==> src/rtl/swc_pkg.sv <==
package swc_pkg;

    typedef enum logic [1:0] {
        ST_RUN    = 2'd0,
        ST_STOP   = 2'd1,
        ST_SETTLE = 2'd2,
        ST_REPORT = 2'd3
    } swc_state_e;

    typedef enum logic [1:0] {
        WK_IRQ   = 2'b00,
        WK_NMI   = 2'b01,
        WK_CONT  = 2'b10,
        WK_RESET = 2'b11
    } wake_cause_e;

    typedef struct packed {
        logic rst_low;
        logic nmi_low;
        logic irq_low;
        logic edge_pend;
    } wake_src_t;

    typedef struct packed {
        logic        hit;
        wake_cause_e cause;
    } wake_dec_t;

    // Priority: reset pin, then non-maskable pin, then maskable sources.
    function automatic wake_dec_t resolve_wake(wake_src_t s, logic irq_mask, logic nmi_mask);
        wake_dec_t d;
        d.hit   = 1'b0;
        d.cause = WK_IRQ;
        if (s.rst_low) begin
            d.hit   = 1'b1;
            d.cause = WK_RESET;
        end else if (s.nmi_low) begin
            d.hit   = 1'b1;
            d.cause = nmi_mask ? WK_CONT : WK_NMI;
        end else if ((s.irq_low || s.edge_pend) && !irq_mask) begin
            d.hit   = 1'b1;
            d.cause = WK_IRQ;
        end
        return d;
    endfunction

endpackage

==> src/rtl/swc_sync.sv <==
module swc_sync #(
    parameter int           W       = 1,
    parameter logic [W-1:0] RST_VAL = '0
) (
    input  logic         clk,
    input  logic         rst,
    input  logic [W-1:0] din,
    output logic [W-1:0] dout
);
    logic [W-1:0] stage1_q;
    logic [W-1:0] stage2_q;

    always_ff @(posedge clk) begin
        if (rst) begin
            stage1_q <= RST_VAL;
            stage2_q <= RST_VAL;
        end else begin
            stage1_q <= din;
            stage2_q <= stage1_q;
        end
    end

    assign dout = stage2_q;
endmodule

==> src/rtl/swc_settle_timer.sv <==
module swc_settle_timer #(
    parameter int SETTLE_CYC = 4
) (
    input  logic clk,
    input  logic rst,
    input  logic run,
    output logic last
);
    localparam int CW = (SETTLE_CYC > 1) ? $clog2(SETTLE_CYC) : 1;

    logic [CW-1:0] cnt_q;

    always_ff @(posedge clk) begin
        if (rst || !run) begin
            cnt_q <= '0;
        end else begin
            cnt_q <= cnt_q + 1'b1;
        end
    end

    assign last = run && (cnt_q == CW'(SETTLE_CYC - 1));
endmodule

==> src/rtl/swc_fsm.sv <==
module swc_fsm
    import swc_pkg::*;
(
    input  logic        clk,
    input  logic        rst,
    input  logic        stop_req,
    input  logic        stop_dis,
    input  wake_dec_t   dec,
    input  logic        settle_last,
    output logic        settle_run,
    output logic        clk_en,
    output logic        nop_o,
    output logic        cause_valid,
    output wake_cause_e cause
);
    swc_state_e  state_q, state_d;
    wake_cause_e cause_q;

    always_comb begin
        state_d = state_q;
        unique case (state_q)
            ST_RUN:    if (stop_req && !stop_dis) state_d = ST_STOP;
            ST_STOP:   if (dec.hit)               state_d = ST_SETTLE;
            ST_SETTLE: if (settle_last)           state_d = ST_REPORT;
            ST_REPORT:                            state_d = ST_RUN;
            default:                              state_d = ST_RUN;
        endcase
    end

    always_ff @(posedge clk) begin
        if (rst) begin
            state_q <= ST_RUN;
            cause_q <= WK_IRQ;
        end else begin
            state_q <= state_d;
            if (state_q == ST_STOP && dec.hit) begin
                cause_q <= dec.cause;
            end
        end
    end

    assign settle_run  = (state_q == ST_SETTLE);
    assign clk_en      = (state_q == ST_RUN) || (state_q == ST_REPORT);
    assign nop_o       = (state_q == ST_RUN) && stop_req && stop_dis;
    assign cause_valid = (state_q == ST_REPORT);
    assign cause       = cause_q;
endmodule

==> src/rtl/stop_wake_ctrl.sv <==
module stop_wake_ctrl
    import swc_pkg::*;
#(
    parameter int SETTLE_CYC = 4
) (
    input  logic       clk,
    input  logic       rst,
    input  logic       stop_req,
    input  logic       stop_dis,
    input  logic       irq_mask,
    input  logic       nmi_mask,
    input  logic       irq_n,
    input  logic       nmi_n,
    input  logic       edge_pend,
    input  logic       rst_pin_n,
    output logic       clk_en,
    output logic       nop_o,
    output logic       cause_valid,
    output logic [1:0] cause
);
    localparam int          NSRC     = 4;
    localparam logic [NSRC-1:0] SYNC_IDLE = 4'b1110;

    logic [NSRC-1:0] raw_pins;
    logic [NSRC-1:0] sync_pins;
    wake_src_t       src;
    wake_dec_t       dec;
    logic            settle_run;
    logic            settle_last;
    wake_cause_e     cause_e;

    assign raw_pins = {rst_pin_n, nmi_n, irq_n, edge_pend};

    swc_sync #(.W(NSRC), .RST_VAL(SYNC_IDLE)) sync_i (
        .clk  (clk),
        .rst  (rst),
        .din  (raw_pins),
        .dout (sync_pins)
    );

    always_comb begin
        src.rst_low   = ~sync_pins[3];
        src.nmi_low   = ~sync_pins[2];
        src.irq_low   = ~sync_pins[1];
        src.edge_pend =  sync_pins[0];
        dec           = resolve_wake(src, irq_mask, nmi_mask);
    end

    swc_settle_timer #(.SETTLE_CYC(SETTLE_CYC)) timer_i (
        .clk  (clk),
        .rst  (rst),
        .run  (settle_run),
        .last (settle_last)
    );

    swc_fsm fsm_i (
        .clk         (clk),
        .rst         (rst),
        .stop_req    (stop_req),
        .stop_dis    (stop_dis),
        .dec         (dec),
        .settle_last (settle_last),
        .settle_run  (settle_run),
        .clk_en      (clk_en),
        .nop_o       (nop_o),
        .cause_valid (cause_valid),
        .cause       (cause_e)
    );

    assign cause = cause_e;
endmodule

==> config.mk <==
export PLATFORM = sky130hd
export DESIGN_NAME = stop_wake_ctrl
export DESIGN_NICKNAME = d
export VERILOG_FILES = /design/src/rtl/swc_pkg.sv /design/src/rtl/swc_sync.sv /design/src/rtl/swc_settle_timer.sv /design/src/rtl/swc_fsm.sv /design/src/rtl/stop_wake_ctrl.sv
export SDC_FILE = /design/constraint.sdc
export NUM_CORES = 1
export LEC_CHECK = 0
export BUFFER_PORTS_ARGS = -buffer_cell sky130_fd_sc_hd__buf_2
export CAP_MARGIN = 20
export CORE_UTILIZATION = 43
export DETAILED_ROUTE_END_ITERATION = 7
export HOLD_SLACK_MARGIN = 0.1
export MAX_ROUTING_LAYER = met4
export PLACE_DENSITY_LB_ADDON = 0.15
export SLEW_MARGIN = 20
export SYNTH_ARGS = -nofsm -noshare
export SYNTH_HDL_FRONTEND = slang
export SYNTH_HIERARCHICAL = 1
export SYNTH_SLANG_ARGS = --single-unit
==> constraint.sdc <==
create_clock -name clk -period 1.5 [get_ports clk]
set_input_delay 0.15 -clock clk [delete_from_list [all_inputs] [get_ports clk]]
set_output_delay 0.15 -clock clk [all_outputs]
set_load 0.005 [all_outputs]
; Yosys cells after proc, flatten, opt, wreduce, memory -nomap -nowiden
; Index checks and enable logic that the tools add are counted.
[op_classes]
shift = 0
n_reduce_logical = 14
n_bitwise = 1
n_lt_le_gt_ge = 0
n_addsub = 1
div = 0
n_mux = 8
mul = 0
eq_ne = 7
[ops]
columns = cell, n
row1 = 2-to-1 mux 3 bit, 3
row2 = 2-to-1 mux 2 bit, 4
row3 = case mux 2 bit (4 select lines), 1
row4 = == test 2 bit (second input constant), 3
row5 = logical AND 1 bit, 6
row6 = inequality test 2 x 1 -> 1 bit (second input constant), 3
row7 = zero test 1 bit, 3
row8 = logical OR 1 bit, 3
row9 = AND reduction 3 bit, 1
row10 = adder 2 x 1 -> 2 bit (second input constant), 1
row11 = == test 2 x 1 -> 1 bit (second input constant), 1
row12 = zero test 2 bit, 1
row13 = NOT 1 bit, 1
[totals]
regBits = 14
elab_cells = 36
mem_count = 0
ramBits = 0
out_inout_bits = 5
romBits = 0
latchBits = 0
inputBits = 10

; Depth between registers and ports, before layout
[depth]
ltp_word = 8
depth_mapped = 6
ltp_nobuf = 6

; Hierarchy
; Netlist, hierarchy kept.
[by_module_without_submodules]
columns = mod, cells_per_inst, area_per_inst_um2, instances
row1 = swc_fsm, 30, 261.5, 1
row2 = swc_sync, 16, 210.2, 1
row3 = swc_settle_timer, 6, 80.1, 1
row4 = stop_wake_ctrl, 5, 32.5, 1

; Worst setup path before layout
; OpenSTA, ideal clock, no wires.
[synth_path]
path_type = reg-to-reg
from = reg fsm_i.state_q[0]
to = reg fsm_i.state_q[0]
arrival_time_ns = 1.320
setup_ns = 0.072
setup_slack_ns = 0.108
n_path_buf = 0
period_less_slack_ns = 1.392
path_stages_with_launch = 7
path_cell_list = dfxtp_1 inv_1 ha_1 and2_1 inv_1 a222oi_1 mux2i_1
[synth_via]
elab_chain_len = 4
word_cells_on_any_way = 10
[synth_rtl]
columns = element, line_no
row1 = from (decl), swc_fsm.sv:16  ; swc_state_e state_q, state_d;
row2 = from (signal assigned), swc_fsm.sv:35  ; state_q <= state_d;
row3 = == test 2 bit, swc_fsm.sv:42  ; assign settle_run = (state_q == ST_SETTLE);
row4 = named net settle_run, stop_wake_ctrl.sv:28  ; logic settle_run;
row5 = logical AND 1 bit, swc_settle_timer.sv:21  ; assign last = run && (cnt_q == CW'(SETTLE_CYC - 1));
row6 = named net settle_last, stop_wake_ctrl.sv:29  ; logic settle_last;
row7 = inequality test 2 x 1 -> 1 bit (no source line), -
row8 = AND reduction 3 bit (no source line), -
; The timed path passes the listed nets, and every way through them passes these cells.
; A chain may end at the register's enable or synchronous reset.

==> metrics.md <==
| Metric | Value |
|---|---|
| Peak supply drop | `0.0007948 V` |
| Met3 usage in global routing | `0.05202` |
| Post-Route WL | `899 um` |
| DR vias | `436` |
| Worst-Margin Slew | `265.4 ps` |
| PwrDens | `1281 mW/mm^2` |
| Clock transition at path regs | `80 ps` |
| Sequential area share after synthesis | `0.4797` |
| Most common cell after layout, fill and taps aside | `buf_2` |
| Die Area | `0.001510 mm^2` |
| Non-Filler Instances | `98` |
| # diodes | `0` |
| CTS Sinks | `14` |
| Fillers | `98` |
| Worst slew margin | `0.8231` |
| Clk buf depth | `2` |
| Overall Power | `1.038 mW` |
| # rows | `12` |
| Met1 usage | `0.1475` |
| Setup WS pre-CTS | `between 30 and 40 ps` |
| Unrepaired setup endpoints after global routing | `yes` |
| GPL Wtd Cong | `0.8013` |
| Sw Pwr | `0.2894 mW` |
| First-pass DRT Iterations | `4` |
| First-pass GRT wire length | `about 1.4 mm` |
| Avg Synthesized Cell Area | `roughly 10 um^2` |
| Port bufs | `14` |
| Largest net degree at the start of global routing | `17` |
| Critical path endpoint category | `flip-flop` |
| Chip width | `approximately 39 um` |
| Critical path class | `reg -> reg` |
| Minimum clock period | `1398 ps` |
| Post-synthesis cell count | `57` |
| Synth-to-layout area growth | `38.76%` |
| I/O Pins | `15` |
| Outcome | `completed` |
| Period utilisation layout | `0.9320` |
| Synth warn | `6` |
| CP cell instances | `nor2b_4 -> o211ai_2 -> inv_1 -> a222oi_1 -> buf_4 -> mux2i_1` |
| Via-to-Cell Ratio | `4.449` |
| Crit path max fanout | `2` |
| Number of distinct library cells after synthesis | `18` |
| CP top delay family | `compound AO/OA/AOI/OAI gates` |
| Layout Skew | `1.856 ps` |
| Reg power frac | `0.435` |
| Most frequent cells in the layout | `buf_2, dfxtp_1, or2_1` |
| Initial core utilization | `0.4926` |
| Layout net count | `101` |
| CP peak stage delay | `320 ps` |
| Dpl cells | `89` |
| Switching share of power | `0.2787` |
| Area of the mapped netlist | `584.3 um^2` |
| TritonCTS clock tree | `yes` |
| Core Area | `between 0.001 and 0.0015 mm^2` |
| Vias in the first global route | `358` |
| Comb pwr share | `0.321` |
| Critical path arrival | `1590 ps` |
| Synthesized flop and latch total | `14` |
| Wire per inst | `~9.2 um` |
| Fin worst setup slack | `102.1 ps` |
| Hold Crit Class | `in -> reg` |
| Clock latency on the worst-skew pair | `roughly 270 ps` |
| Total buffers and inverters traversed by the critical path | `2` |
| Worst Path Required | `1690 ps` |
| Share of cells above drive strength 1 | `0.3571` |
| Num CTS Buffers | `3` |
| Final setup fails | `0` |
| Met2 Use GR | `0.2375` |
| Startpoint types | `flip-flop` |
| Max-slew violations | `0` |
| DRC Markers | `0` |
| CTS root buf | `clkbuf_4` |
| Pint | `around 0.75 mW` |
| Max frequency | `between 700 and 800 MHz` |
| GRT busiest layer | `met2` |
| Die span in y | `38.86 um` |
| Initial antenna violation count | `0` |
| Iter 0 DRT Violations | `3` |
| Clock share of power | `0.245` |
| Routed Antenna Nets | `0` |
| Leak | `0.3850 nW` |
| Global route total overflow | `0` |
| GRT Total Usage | `0.1475` |
| Synth Net Count | `73` |
| Final hold vios | `0` |
| Max-cap violations | `0` |
| H-tree levels | `1` |
| Slowest stage cell, crit path | `a222oi_1` |
## synth_stat cells
library cell / number / area (um^2)
a21oi_1: 2 / 10.01
a222oi_1: 1 / 10.01
and2_1: 1 / 6.260
and3_1: 1 / 6.260
and3b_1: 1 / 8.760
dfxtp_1: 14 / 280.3
ha_1: 6 / 75.07
inv_1: 6 / 22.52
mux2i_1: 2 / 20.02
nand2_1: 3 / 11.26
nand2b_1: 4 / 25.02
nand3_1: 2 / 10.01
nor2b_1: 3 / 18.77
nor3b_2: 1 / 12.51
o211ai_2: 1 / 12.51
o21ai_0: 2 / 10.01
o21bai_1: 1 / 7.510
or2_1: 6 / 37.54
## final cells by class
| cell class | count | area [um^2] | area share |
|---|---|---|---|
| inverter | 6 | 25.02 | 0.03086 |
| sequential | 14 | 282.8 | 0.3488 |
| tap | 14 | 17.52 | 0.02160 |
| timing repair buffer | 23 | 147.6 | 0.1821 |
| clock buffer | 4 | 36.28 | 0.04475 |
| multi-input combinational | 37 | 301.5 | 0.3719 |
## worst min-delay path, stage by stage
cell and delay, ps:
buf_2 80, o21ai_0 70, nand3_1 70, a21oi_1 50
## state kept, by name (all words and copies together) (netlist names)
register         cells
fsm_i/state_q        2
timer_i/cnt_q        2
sync_i/dout          4
fsm_i/cause          2
sync_i/stage1_q      4
## cell families after synthesis
family,Yosys count,share of synthesized area
AOI/OAI and AO/OA,7,0.08566
adders and majority gates,6,0.1285
buffers and inverters,6,0.03854
DFF,14,0.4797
muxes,2,0.03426
and+or+nand+nor,22,0.2334
## per-layer routing
layer  vias to the layer above  wire (um)
li1                        242          -
met1                       180        409
met2                        12        437
met3                         2         40
met4                         0         12
met5                         -          0
## metrics by stage
stage | cell area [um^2] | hold WS (ps) | utilization | setup TNS (ps)
after global placement | 701.9 | 326.5 | 0.5918 | 0
after CTS | 778.2 | 190.7 | 0.6561 | 0
after global routing | 810.8 | 211.0 | 0.6835 | -23.70
final | 810.8 | 201.1 | 0.6835 | 0
after floorplan | 584.3 | 219.1 | - | 0
after detailed placement | 701.9 | 331.2 | 0.5918 | 0
## path summary, 6_finish.rpt
path	startpoint	to	slack, ps	cells past startpoint
max	sync_i/dout[1]	fsm_i/state_q[1]	100	6
min	nmi_mask	fsm_i/cause[0]	200	4
max reg2reg	sync_i/dout[1]	fsm_i/state_q[1]	100	6
min reg2reg	sync_i/stage1_q[2]	sync_i/dout[2]	400	1
## power by group through the flow
stage | logic, mW | clock network, mW | registers [mW]
final | 0.333 | 0.254 | 0.451
after global placement | 0.301 | 0 | 0.445
after detailed placement | 0.303 | 0 | 0.446
after global routing | 0.379 | 0.282 | 0.457
after floorplan | 0.177 | 0 | 0.440
after CTS | 0.313 | 0.270 | 0.437
## what timing repair did
item | 4_1_cts | 5_1_grt
setup buffers | 0 | 1
hold buffers | 4 | 0
endpoints found under the setup margin | 0 | 3
resized for setup | 0 | 8
hold endpoints to repair | 4 | 0
(Power assumes the default switching activity.)
